`config.mk`:
```
export PLATFORM = sky130hd
export DESIGN_NAME = uart_line_status
export DESIGN_NICKNAME = d
export VERILOG_FILES = /design/src/rtl/uart_ls_pkg.sv /design/src/rtl/uart_ls_fifo.sv /design/src/rtl/uart_ls_errcount.sv /design/src/rtl/uart_ls_holding.sv /design/src/rtl/uart_line_status.sv
export SDC_FILE = /design/constraint.sdc
export NUM_CORES = 1
export LEC_CHECK = 0
export BUFFER_PORTS_ARGS = -buffer_cell sky130_fd_sc_hd__buf_2
export CAP_MARGIN = 20
export CORE_ASPECT_RATIO = 1.1
export CORE_UTILIZATION = 35
export DETAILED_ROUTE_END_ITERATION = 12
export PLACE_DENSITY = 0.51
export SYNTH_ARGS = -nofsm -noshare
export SYNTH_HDL_FRONTEND = slang
export SYNTH_SLANG_ARGS = --single-unit
```
`constraint.sdc`:
```
create_clock -name clk -period 9.25 [get_ports clk]
set_input_delay 1.85 -clock clk [delete_from_list [all_inputs] [get_ports clk]]
set_output_delay 1.85 -clock clk [all_outputs]
set_load 0.01 [all_outputs]
```
`src/rtl/uart_ls_pkg.sv`:
```
package uart_ls_pkg;

    localparam int DATA_W = 8;

    // One received character with its error flags
    typedef struct packed {
        logic              brk;
        logic              frame_err;
        logic              parity_err;
        logic [DATA_W-1:0] data;
    } rx_char_t;

    // Status byte layout, bit 7 first
    typedef struct packed {
        logic fifo_err;
        logic tx_all_empty;
        logic tx_buf_empty;
        logic brk;
        logic frame_err;
        logic parity_err;
        logic overrun;
        logic ready;
    } line_status_t;

    function automatic logic char_has_err(input rx_char_t c);
        return c.brk | c.frame_err | c.parity_err;
    endfunction

endpackage

```
`src/rtl/uart_ls_fifo.sv`:
```
module uart_ls_fifo
    import uart_ls_pkg::*;
#(
    parameter int DEPTH = 16,
    localparam int AW = (DEPTH > 1) ? $clog2(DEPTH) : 1,
    localparam int CW = $clog2(DEPTH + 1)
) (
    input  logic          clk,
    input  logic          rst,
    input  logic          flush,
    input  logic          push,
    input  logic          pop,
    input  rx_char_t      din,
    output rx_char_t      head,
    output logic [CW-1:0] count
);

    rx_char_t        mem [DEPTH];
    logic [AW-1:0]   wr_ptr;
    logic [AW-1:0]   rd_ptr;

    function automatic logic [AW-1:0] next_ptr(input logic [AW-1:0] p);
        return (p == AW'(DEPTH - 1)) ? '0 : p + 1'b1;
    endfunction

    always_ff @(posedge clk) begin
        if (push) begin
            mem[wr_ptr] <= din;
        end
    end

    always_ff @(posedge clk) begin
        if (rst || flush) begin
            wr_ptr <= '0;
            rd_ptr <= '0;
            count  <= '0;
        end else begin
            if (push) wr_ptr <= next_ptr(wr_ptr);
            if (pop)  rd_ptr <= next_ptr(rd_ptr);
            count <= count + CW'(push) - CW'(pop);
        end
    end

    assign head = mem[rd_ptr];

endmodule

```
`src/rtl/uart_ls_errcount.sv`:
```
module uart_ls_errcount #(
    parameter int DEPTH = 16,
    localparam int CW = $clog2(DEPTH + 1)
) (
    input  logic          clk,
    input  logic          rst,
    input  logic          flush,
    input  logic          push_err,
    input  logic          pop_err,
    output logic [CW-1:0] err_cnt
);

    always_ff @(posedge clk) begin
        if (rst || flush) begin
            err_cnt <= '0;
        end else begin
            err_cnt <= err_cnt + CW'(push_err) - CW'(pop_err);
        end
    end

endmodule

```
`src/rtl/uart_ls_holding.sv`:
```
module uart_ls_holding
    import uart_ls_pkg::*;
(
    input  logic     clk,
    input  logic     rst,
    input  logic     flush,
    input  logic     load,
    input  logic     unload,
    input  logic     status_rd,
    input  rx_char_t din,
    output rx_char_t held,
    output logic     valid,
    output logic [2:0] sticky      // {brk, frame_err, parity_err}
);

    logic [2:0] new_flags;
    assign new_flags = load ? {din.brk, din.frame_err, din.parity_err} : 3'b000;

    always_ff @(posedge clk) begin
        if (load) begin
            held <= din;
        end
    end

    always_ff @(posedge clk) begin
        if (rst || flush) begin
            valid  <= 1'b0;
            sticky <= 3'b000;
        end else begin
            if (load)        valid <= 1'b1;
            else if (unload) valid <= 1'b0;
            sticky <= (status_rd ? 3'b000 : sticky) | new_flags;
        end
    end

endmodule

```
`src/rtl/uart_line_status.sv`:
```
module uart_line_status
    import uart_ls_pkg::*;
#(
    parameter int DEPTH = 16,
    localparam int CW = $clog2(DEPTH + 1)
) (
    input  logic              clk,
    input  logic              rst,
    input  logic              fifo_mode,
    input  logic              rx_valid,
    input  logic [DATA_W-1:0] rx_data,
    input  logic              rx_parity_err,
    input  logic              rx_frame_err,
    input  logic              rx_break,
    input  logic              data_rd,
    input  logic              status_rd,
    input  logic              tx_buf_empty,
    input  logic              tx_shift_empty,
    output logic [DATA_W-1:0] rd_data,
    output logic [7:0]        status
);

    rx_char_t     rx_char;
    rx_char_t     fifo_head;
    rx_char_t     held;
    logic         mode_q;
    logic         flush;
    logic [CW-1:0] fifo_count;
    logic [CW-1:0] err_cnt;
    logic         fifo_empty;
    logic         fifo_full;
    logic         fifo_push;
    logic         fifo_pop;
    logic         hold_load;
    logic         hold_unload;
    logic         hold_valid;
    logic [2:0]   hold_sticky;
    logic         head_masked;
    logic         summary;
    logic         overrun;
    logic         ovr_set;
    line_status_t ls;

    assign rx_char = '{brk: rx_break, frame_err: rx_frame_err,
                       parity_err: rx_parity_err, data: rx_data};

    // Mode change detection: one-cycle flush of all receive state
    always_ff @(posedge clk) begin
        if (rst) mode_q <= 1'b0;
        else     mode_q <= fifo_mode;
    end
    assign flush = (fifo_mode != mode_q);

    assign fifo_empty = (fifo_count == '0);
    assign fifo_full  = (fifo_count == CW'(DEPTH));

    assign fifo_pop  = fifo_mode && !flush && data_rd && !fifo_empty;
    assign fifo_push = fifo_mode && !flush && rx_valid && (!fifo_full || fifo_pop);

    assign hold_load   = !fifo_mode && !flush && rx_valid;
    assign hold_unload = !fifo_mode && data_rd && hold_valid;

    assign ovr_set = !flush && rx_valid &&
                     (fifo_mode ? (fifo_full && !fifo_pop) : (hold_valid && !data_rd));

    uart_ls_fifo #(.DEPTH(DEPTH)) u_fifo (
        .clk   (clk),
        .rst   (rst),
        .flush (flush),
        .push  (fifo_push),
        .pop   (fifo_pop),
        .din   (rx_char),
        .head  (fifo_head),
        .count (fifo_count)
    );

    uart_ls_errcount #(.DEPTH(DEPTH)) u_errcnt (
        .clk      (clk),
        .rst      (rst),
        .flush    (flush),
        .push_err (fifo_push && char_has_err(rx_char)),
        .pop_err  (fifo_pop && char_has_err(fifo_head)),
        .err_cnt  (err_cnt)
    );

    uart_ls_holding u_hold (
        .clk       (clk),
        .rst       (rst),
        .flush     (flush),
        .load      (hold_load),
        .unload    (hold_unload),
        .status_rd (status_rd),
        .din       (rx_char),
        .held      (held),
        .valid     (hold_valid),
        .sticky    (hold_sticky)
    );

    // Head flags are hidden after a status read until the head changes
    always_ff @(posedge clk) begin
        if (rst || flush) begin
            head_masked <= 1'b0;
        end else if (fifo_pop) begin
            head_masked <= 1'b0;
        end else if (status_rd && !fifo_empty) begin
            head_masked <= 1'b1;
        end
    end

    // Summary of errored entries anywhere in the queue
    always_ff @(posedge clk) begin
        if (rst || flush) begin
            summary <= 1'b0;
        end else if (fifo_push && char_has_err(rx_char)) begin
            summary <= 1'b1;
        end else if (status_rd && err_cnt == '0) begin
            summary <= 1'b0;
        end
    end

    always_ff @(posedge clk) begin
        if (rst || flush) begin
            overrun <= 1'b0;
        end else begin
            overrun <= (status_rd ? 1'b0 : overrun) | ovr_set;
        end
    end

    always_comb begin
        ls              = '0;
        ls.fifo_err     = fifo_mode && summary;
        ls.tx_buf_empty = tx_buf_empty;
        ls.tx_all_empty = tx_buf_empty && tx_shift_empty;
        ls.overrun      = overrun;
        if (fifo_mode) begin
            ls.ready = !fifo_empty;
            if (!fifo_empty && !head_masked) begin
                ls.brk        = fifo_head.brk;
                ls.frame_err  = fifo_head.frame_err;
                ls.parity_err = fifo_head.parity_err;
            end
        end else begin
            ls.ready = hold_valid;
            {ls.brk, ls.frame_err, ls.parity_err} = hold_sticky;
        end
    end

    assign status  = ls;
    assign rd_data = fifo_mode ? fifo_head.data : held.data;

endmodule

```
* After elaboration in Yosys (flattened, before gate mapping)
Memory sizes are Yosys's and may differ from the RTL's. A register that Yosys moved wholly into a read port is not among the register bits.
Cells that the tools add are included.
** Operators by class
- $add $sub $neg :: 6
- Eq/ne operators :: 4
- Multiplexer cells :: 18
- Bitwise operators :: 6
- Reduce and logical (&&, ||, !) cells :: 34
** Operator list (count)
- logical AND 1 bit :: 20
- two-way mux 4 bit :: 4
- two-way mux 3 bit :: 4
- adder 5 x 1 -> 5 bit :: 2
- zero test 5 bit :: 2
- subtractor 5 x 1 -> 5 bit :: 2
- two-way mux 1 bit :: 9
- adder 4 x 1 -> 4 bit, second input constant :: 2
- equality test 4 bit, second input constant :: 2
- two-way mux 8 bit :: 1
- zero test 1 bit :: 7
- equality test 5 bit, second input constant :: 1
- OR 1 bit :: 5
- nonzero test 2 bit :: 2
- OR 3 bit :: 1
- logical OR 1 bit :: 2
- OR reduction 2 bit :: 1
- != test 1 bit :: 1
** Storage, ports and cells
- Register bits :: 34
- RAM bits :: 176
- Bits of input ports :: 19
- Output and inout port bits :: 16
- Memories :: 1
** Memory list
- u_fifo.mem :: depth 16, width 11, read ports 1, clocked after memory_dff 1, write ports 1, line uart_ls_fifo.sv:18 : rx_char_t mem [DEPTH];

* Depth between registers and ports, before layout
Gate-level depths: netlist of run 1.
- Depth in word-level cells :: 10
- Mapped depth :: 15

* Hierarchy
From an unflattened synthesis of run 1, not the netlist that was laid out.
** Second synthesis, totals
- Cells, all modules :: 493
- Area, all modules :: 8876.0 um2
** By module, submodules not included
- uart_ls_fifo :: instances 1, cells each 375, area each 7614.8 um2, sequential area each 5625.4 um2
- uart_ls_holding :: instances 1, cells each 28, area each 494.2 um2, sequential area each 410.4 um2
- uart_line_status :: instances 1, cells each 57, area each 462.9 um2, sequential area each 80.1 um2
- uart_ls_errcount :: instances 1, cells each 33, area each 304.0 um2, sequential area each 100.1 um2

* Worst setup path before layout of run 1
No wires, ideal clock.
- Kind :: input port to output port
- Start point :: input port fifo_mode
- End point :: output port rd_data[0]
- Arrival :: 2602 ps
- Slack :: 4798 ps
- Stages :: 2
- Path buffers :: 1
- Path through :: buf_1 -> mux2_4
** On the way
- Word-level cells in the longest chain between the ends :: 1
** Ends and longest elaborated chain
- start, declared :: line uart_line_status.sv:9 : input logic fifo_mode,
- two-way mux 8 bit :: line uart_line_status.sv:149 : assign rd_data = fifo_mode ? fifo_head.data : held.data;
- end, declared :: line uart_line_status.sv:19 : output logic [DATA_W-1:0] rd_data,
Every way passes these cells.

* Worst setup path after layout of run 1
- Start point :: input port fifo_mode
- End point :: output port status[4]
** On the way
- Word-level cells in the longest chain between the ends :: 1
** Ends and longest elaborated chain
- two-way mux 3 bit :: line uart_line_status.sv:135 : if (fifo_mode) begin
- end, declared :: line uart_line_status.sv:20 : output logic [7:0] status
Every way passes these cells.

==> results.py, run 1 <==
metrics = {
    "grt": {
        "grt_first_pass_wirelength_mm": 28.4,
        "antenna_found_initial": 0,
        "grt_overflow": 0,
        "first_global_vias": 4635,
        "grt_max_degree": 45,
        "grt.total_usage_pct": 14.9,
    },
    "route": {
        "dr.pass1.iters": 4,
        "avgViaCountPerCell": 5.14,
        "num_vias": 4362,
        "drc": 0,
        "avgRoutedWirePerCell_um": 21.7,
        "wirelength_mm": 18.4,
        "drt_iter0_markers": 258,
        "ant_nets": 0,
    },
    "synthesis": {
        "yosys_warnings": 0,
        "yosysUniqueCellTypes": 43,
        "yosysSeqAreaShare_pct": 69.9,
        "synth_fp_nets": 510,
        "ys.flop_type": "edfxtp_1",
        "yosysTopAreaCell": "edfxtp_1",
        "async_flop_share_pct": 0,
        "ys_ff_latch": 214,
        "yosys-top-cells-area": "edfxtp_1 (63%), mux4_2 (7.5%), mux4_1 (7.2%), dfxtp_1 (6.9%), ha_1 (2.7%)",
        "yosysTopAreaCellShare_pct": 63.1,
        "syn_area_sq_mm": 0.00876,
        "synth_area_per_cell_sq_um": 18.6,
        "synth_most_common_cell": "edfxtp_1",
        "ys_top_cells_by_count": "edfxtp_1 (184), nor2_1 (34), dfxtp_1 (30)",
        "synth-edff-count": 184,
        "syn_inst": 470,
    },
    "setup_path": {
        "r2r-end": "u_errcnt.err_cnt[4]",
        "cp.required_ns": 7.40,
        "critPathMaxFanout": 15,
        "cp-start-kind": "input pin",
        "reg2reg_depth": 13,
        "r2r_slack_ns": 5.09,
        "end_kind": "output pin",
        "cp-startpoint": "fifo_mode",
        "critPathArrivalTime_ns": 3.15,
        "endpoint": "status[4]",
        "worstSetupPathType": "in2out",
    },
    "sta": {
        "tightest_slew_ns": 0.978,
        "setup-tns-final_ns": 0,
        "final.min_clock_period_ns": 5.00,
        "setup_violations": 0,
        "fin_crit_sh_pct": 54.0,
        "setup_slack_ns": 4.25,
        "fin_worst_skew_ns": 0.0235,
        "hold_viol": 0,
        "clock.fmax_mhz": 200,
        "drv_slew": 0,
        "rsz0062_at_grt": "false",
        "maxSlewHeadroom_pct": 33.9,
    },
    "floorplanning": {
        "dieArea_sq_mm": 0.0257,
        "pin_count": 35,
        "start_util_pct": 35.7,
        "fp.coreArea_sq_mm": 0.0245,
        "dieWidth_um": 153,
        "die_h_um": 168,
        "num_rows": 60,
    },
    "cells_and_area": {
        "post_route_cells_drive_above_1_share_pct": 23.6,
        "utilization_pct": 41.1,
        "fillCellCount": 2160,
        "final_nets": 563,
        "area_delta_synth_final_pct": 15.2,
        "diodes": 0,
    },
    "power": {
        "power.share.clock_pct": 45.2,
        "comb_power_share_pct": 2.1,
        "switchingPower_uw": 402,
        "p_per_area_mw_per_mm2": 198,
        "p_sw_share_pct": 20.1,
        "p_leak_nw": 3.29,
        "p_int_mw": 1.60,
        "p_total_mw": 2.00,
        "vdd_drop_max_mv": 0.0993,
        "sequentialPowerShare_pct": 52.7,
    },
    "clock_network": {
        "postCtsSetupBuffers": 0,
        "clk_latency_ns": 0.53,
        "cts_max_path_buffers": 3,
        "postCtsHoldBufs": 0,
        "clockRootBuffer": "clkbuf_16",
        "cts_resized": 0,
        "htreeDepth": 1,
        "cts_tree": "yes",
        "cts_buffers": 24,
        "clk_pin_slew_ns": 0.06,
        "cts_sinks": 214,
    },
    "placed_design": {
        "pre_cts_ws_ns": 3.97,
        "gp_congestion": 0.755,
        "hpwl_mm": 10.9,
        "portBuffers": 34,
    },
    "hold_path": {
        "min_path_type": "reg2reg",
    },
    "run": {
        "cap_violations": 0,
    },
    "run_status": {
        "outcome": "completed",
    },
}
-- cells in the final DEF (no fill, tap or decap), drive strengths merged, types with 4 or more instances in the layout --
| cell | n |
|---|---|
| a22oi | 6 |
| xnor2 | 5 |
| dfxtp | 30 |
| nor2 | 34 |
| nor3b | 6 |
| clkinv | 12 |
| nand2 | 14 |
| buf | 49 |
| o21ai | 4 |
| inv | 24 |
| edfxtp | 184 |
| nand3 | 5 |
| mux4 | 53 |
| a21oi | 12 |
| mux2 | 8 |
| ha | 19 |
| nor3 | 7 |
| clkbuf | 27 |
-- registers in the layout, summed over array words and instances, names as in the netlist, named ones only --
| register | count |
|---|---|
| u_fifo.count | 5 |
| summary | 1 |
| u_hold.valid | 1 |
| u_hold.held | 8 |
| u_fifo.wr_ptr | 4 |
| mode_q | 1 |
| overrun | 1 |
| head_masked | 1 |
| u_fifo.rd_ptr | 4 |
| u_errcnt.err_cnt | 5 |
| u_fifo.mem | 176 |
| u_hold.sticky | 3 |
-- through the flow --
stage	hold WS, ns	instances	instance area, sq um
6_report	0.487	849	10100
5_1_grt	0.521	849	10100
4_1_cts	0.479	849	10100
3_5_place_dp	0.469	807	9340
3_3_place_gp	0.471	807	9340
2_1_floorplan	0.444	470	8760
-- cell families after synthesis --
family,after synthesis,share of synthesized area (%)
simple gates,78,4.16
flops,214,69.9
buf+inv,46,2.63
xor+xnor,8,0.800
fa+ha+maj,21,3.17
mux,63,16.3
compound gates,40,3.06
-- routing by layer --
metal	GRT usage, %	part of all wire, %	vias to the layer above
met3	2.24	3.9	30
met5	0	0	-
met4	4.39	2.3	0
met1	19.4	44	2264
li1	-	-	1971
met2	25.6	50	97
-- power by group through the flow --
stage	sequential (mW)	combinational [mW]	clock (mW)
final	1.05	0.0423	0.903
after global placement	1.07	0.0415	0
after floorplan	1.07	0.0187	0
after global routing	1.05	0.0470	0.965
after detailed placement	1.07	0.0433	0
after CTS	1.05	0.0433	0.923
-- critical path: stages --
cell    delay (ns)
buf_2         0.38
inv_1         0.23
nor3_1        0.37
a22o_1        0.19
buf_2         0.12
-- worst min path at each step --
stage / startpoint / endpoint / slack (ns) / cells after the start
2_1_floorplan: summary / summary / 0.44 / 2
3_3_place_gp: summary / summary / 0.47 / 2
3_5_place_dp: summary / summary / 0.47 / 2
4_1_cts: summary / summary / 0.48 / 2
5_1_grt: summary / summary / 0.52 / 2
6_report: summary / summary / 0.49 / 2
-- cell type report --
class	count	area, sq um	area share (%)
tap	310	388	3.84
clock buffer	27	612	6.06
timing repair buffer	49	283	2.80
sequential	214	6130	60.7
clock inverter	15	145	1.44
multi-input combinational	210	2450	24.3
inverter	24	90.1	0.892
Power figures use the tool's default switching activity.
==> run 2, diff against run 1 <==
Settings changed: PLACE_DENSITY 0.51 to 0.53.
Clock period 9.25 ns to 4.55 ns, I/O delays scaled along.
==> run 2 against run 1 <==
Critical path depth unchanged. Core utilization about the same. Non-clock buffer count increased by 8. Sequential power increased by 100%. Critical path type is now reg2out. Critical endpoint is now rd_data[4].
==> results.py, run 2 (synthesized netlist as in run 1, its figures left out) <==
metrics = {
    "power": {
        "p_per_area_mw_per_mm2": 396,
        "vdd_drop_max_mv": 0.274,
        "p_leak_nw": 3.34,
        "p_total_mw": 4.00,
    },
    "sta": {
        "hold_viol": 0,
        "maxSlewHeadroom_pct": 38.4,
        "clock.fmax_mhz": 263,
        "drv_slew": 0,
        "rsz0062_at_grt": "false",
        "final.min_clock_period_ns": 3.80,
        "fin_hold_ws_ns": 0.479,
        "setup-tns-final_ns": 0,
        "setup_violations": 0,
        "fin_worst_skew_ns": 0.0156,
        "setup_slack_ns": 0.748,
        "fin_crit_sh_pct": 83.6,
        "tightest_slew_ns": 0.923,
    },
    "grt": {
        "grt_overflow": 0,
        "grt.total_usage_pct": 14.8,
        "grt_max_degree": 26,
        "antenna_found_initial": 0,
        "grt_first_pass_wirelength_mm": 27.9,
        "first_global_vias": 4527,
    },
    "floorplanning": {
        "pin_count": 35,
        "die_h_um": 168,
        "num_rows": 60,
        "start_util_pct": 35.7,
        "dieArea_sq_mm": 0.0257,
        "fp.coreArea_sq_mm": 0.0245,
        "dieWidth_um": 153,
    },
    "clock_network": {
        "cts_buffers": 24,
        "htreeDepth": 1,
        "cts_max_path_buffers": 3,
        "clk_pin_slew_ns": 0.06,
        "postCtsSetupBuffers": 0,
        "postCtsHoldBufs": 0,
        "cts_tree": "yes",
        "clockRootBuffer": "clkbuf_16",
        "cts_sinks": 214,
        "cts_resized": 0,
        "clk_latency_ns": 0.52,
    },
    "setup_path": {
        "critPathArrivalTime_ns": 2.89,
        "critPathMaxFanout": 20,
        "max_stage_delay_ns": 0.63,
        "end_kind": "output pin",
        "cpMaxStageDelayCell": "mux4_1",
        "cp.required_ns": 3.64,
        "worstPathCellList": "buf_4 -> mux4_1 -> mux4_2 -> mux2_4 -> buf_2",
        "cpLargestDelayFamily": "multiplexers",
        "worstSetupPathType": "reg2out",
        "cp_num_buf_inv": 2,
        "cp-start-kind": "register",
    },
    "route": {
        "avgViaCountPerCell": 5.09,
        "ant_nets": 0,
        "drc": 0,
        "wirelength_mm": 18.3,
        "avgRoutedWirePerCell_um": 21.4,
        "dr.pass1.iters": 6,
        "num_vias": 4365,
        "drt_iter0_markers": 331,
    },
    "cells_and_area": {
        "post_route_cells_drive_above_1_share_pct": 24.9,
        "final_nets": 571,
        "final_area_sq_mm": 0.0101,
        "top_regs": "u_fifo.mem (176), u_hold.held (8)",
        "area_delta_synth_final_pct": 15.3,
        "regMostFlops": "u_fifo.mem",
        "layout_commonest_cell": "edfxtp_1",
        "final_cells": 857,
        "final_cell_mix": "edfxtp_1 (184), nor2_1 (34), buf_2 (34), mux4_2 (29), dfxtp_1 (28)",
        "diodes": 0,
        "fillCellCount": 2188,
        "utilization_pct": 41.1,
        "largest_register_ffs": 176,
    },
    "placed_design": {
        "placed_cells": 815,
        "dpl_cell_area_sq_mm": 0.00937,
        "hpwl_mm": 11.1,
        "gp_congestion": 0.740,
        "pre_cts_ws_ns": 0.880,
        "portBuffers": 34,
    },
    "hold_path": {
        "min_path_type": "reg2reg",
    },
    "run_status": {
        "outcome": "completed",
    },
    "run": {
        "cap_violations": 0,
    },
}
==> run 2: final cells by class <==
class / instances / area, sq um / area share [%]
Sequential cell: 214 / 6130 / 60.7
Multi-Input combinational cell: 210 / 2420 / 24.0
Clock buffer: 26 / 608 / 6.02
Tap cell: 310 / 388 / 3.84
Timing Repair Buffer: 57 / 343 / 3.39
Clock inverter: 16 / 118 / 1.16
Inverter: 24 / 90.1 / 0.892
==> run 2: tightest hold or removal path, stage by stage (launching register included) <==
cell and delay, ns:
dfxtp_1 0.31, o31ai_1 0.06, a21oi_1 0.06
==> run 2: path summary, 6_finish.rpt <==
| kind | start | endpoint | slack [ns] | cells after the start |
|---|---|---|---|---|
| worst max-delay path | register | rd_data[4] | 0.75 | 5 |
| worst min-delay path | summary | summary | 0.48 | 2 |
| worst max register to register | register | u_errcnt.err_cnt[4] | 0.90 | 14 |
| worst min register to register | summary | summary | 0.48 | 2 |
==> run 2: power by group <==
group	total, mW	switching, mW	internal [mW]
registers	2.14	0.00282	2.14
clock network	1.77	0.751	1.02
logic	0.0857	0.0572	0.0285
==> run 2: per-layer routing <==
metal  global-route usage [%]  routed length (um)  vias to the layer above  part of all wire [%]
li1                         -                   -                     1994                     -
met1                     19.8                8070                     2249                    44
met2                     25.0                9020                       92                    49
met3                     2.24                 765                       30                   4.2
met4                     4.22                 439                        0                   2.4
met5                        0                   0                        -                     0
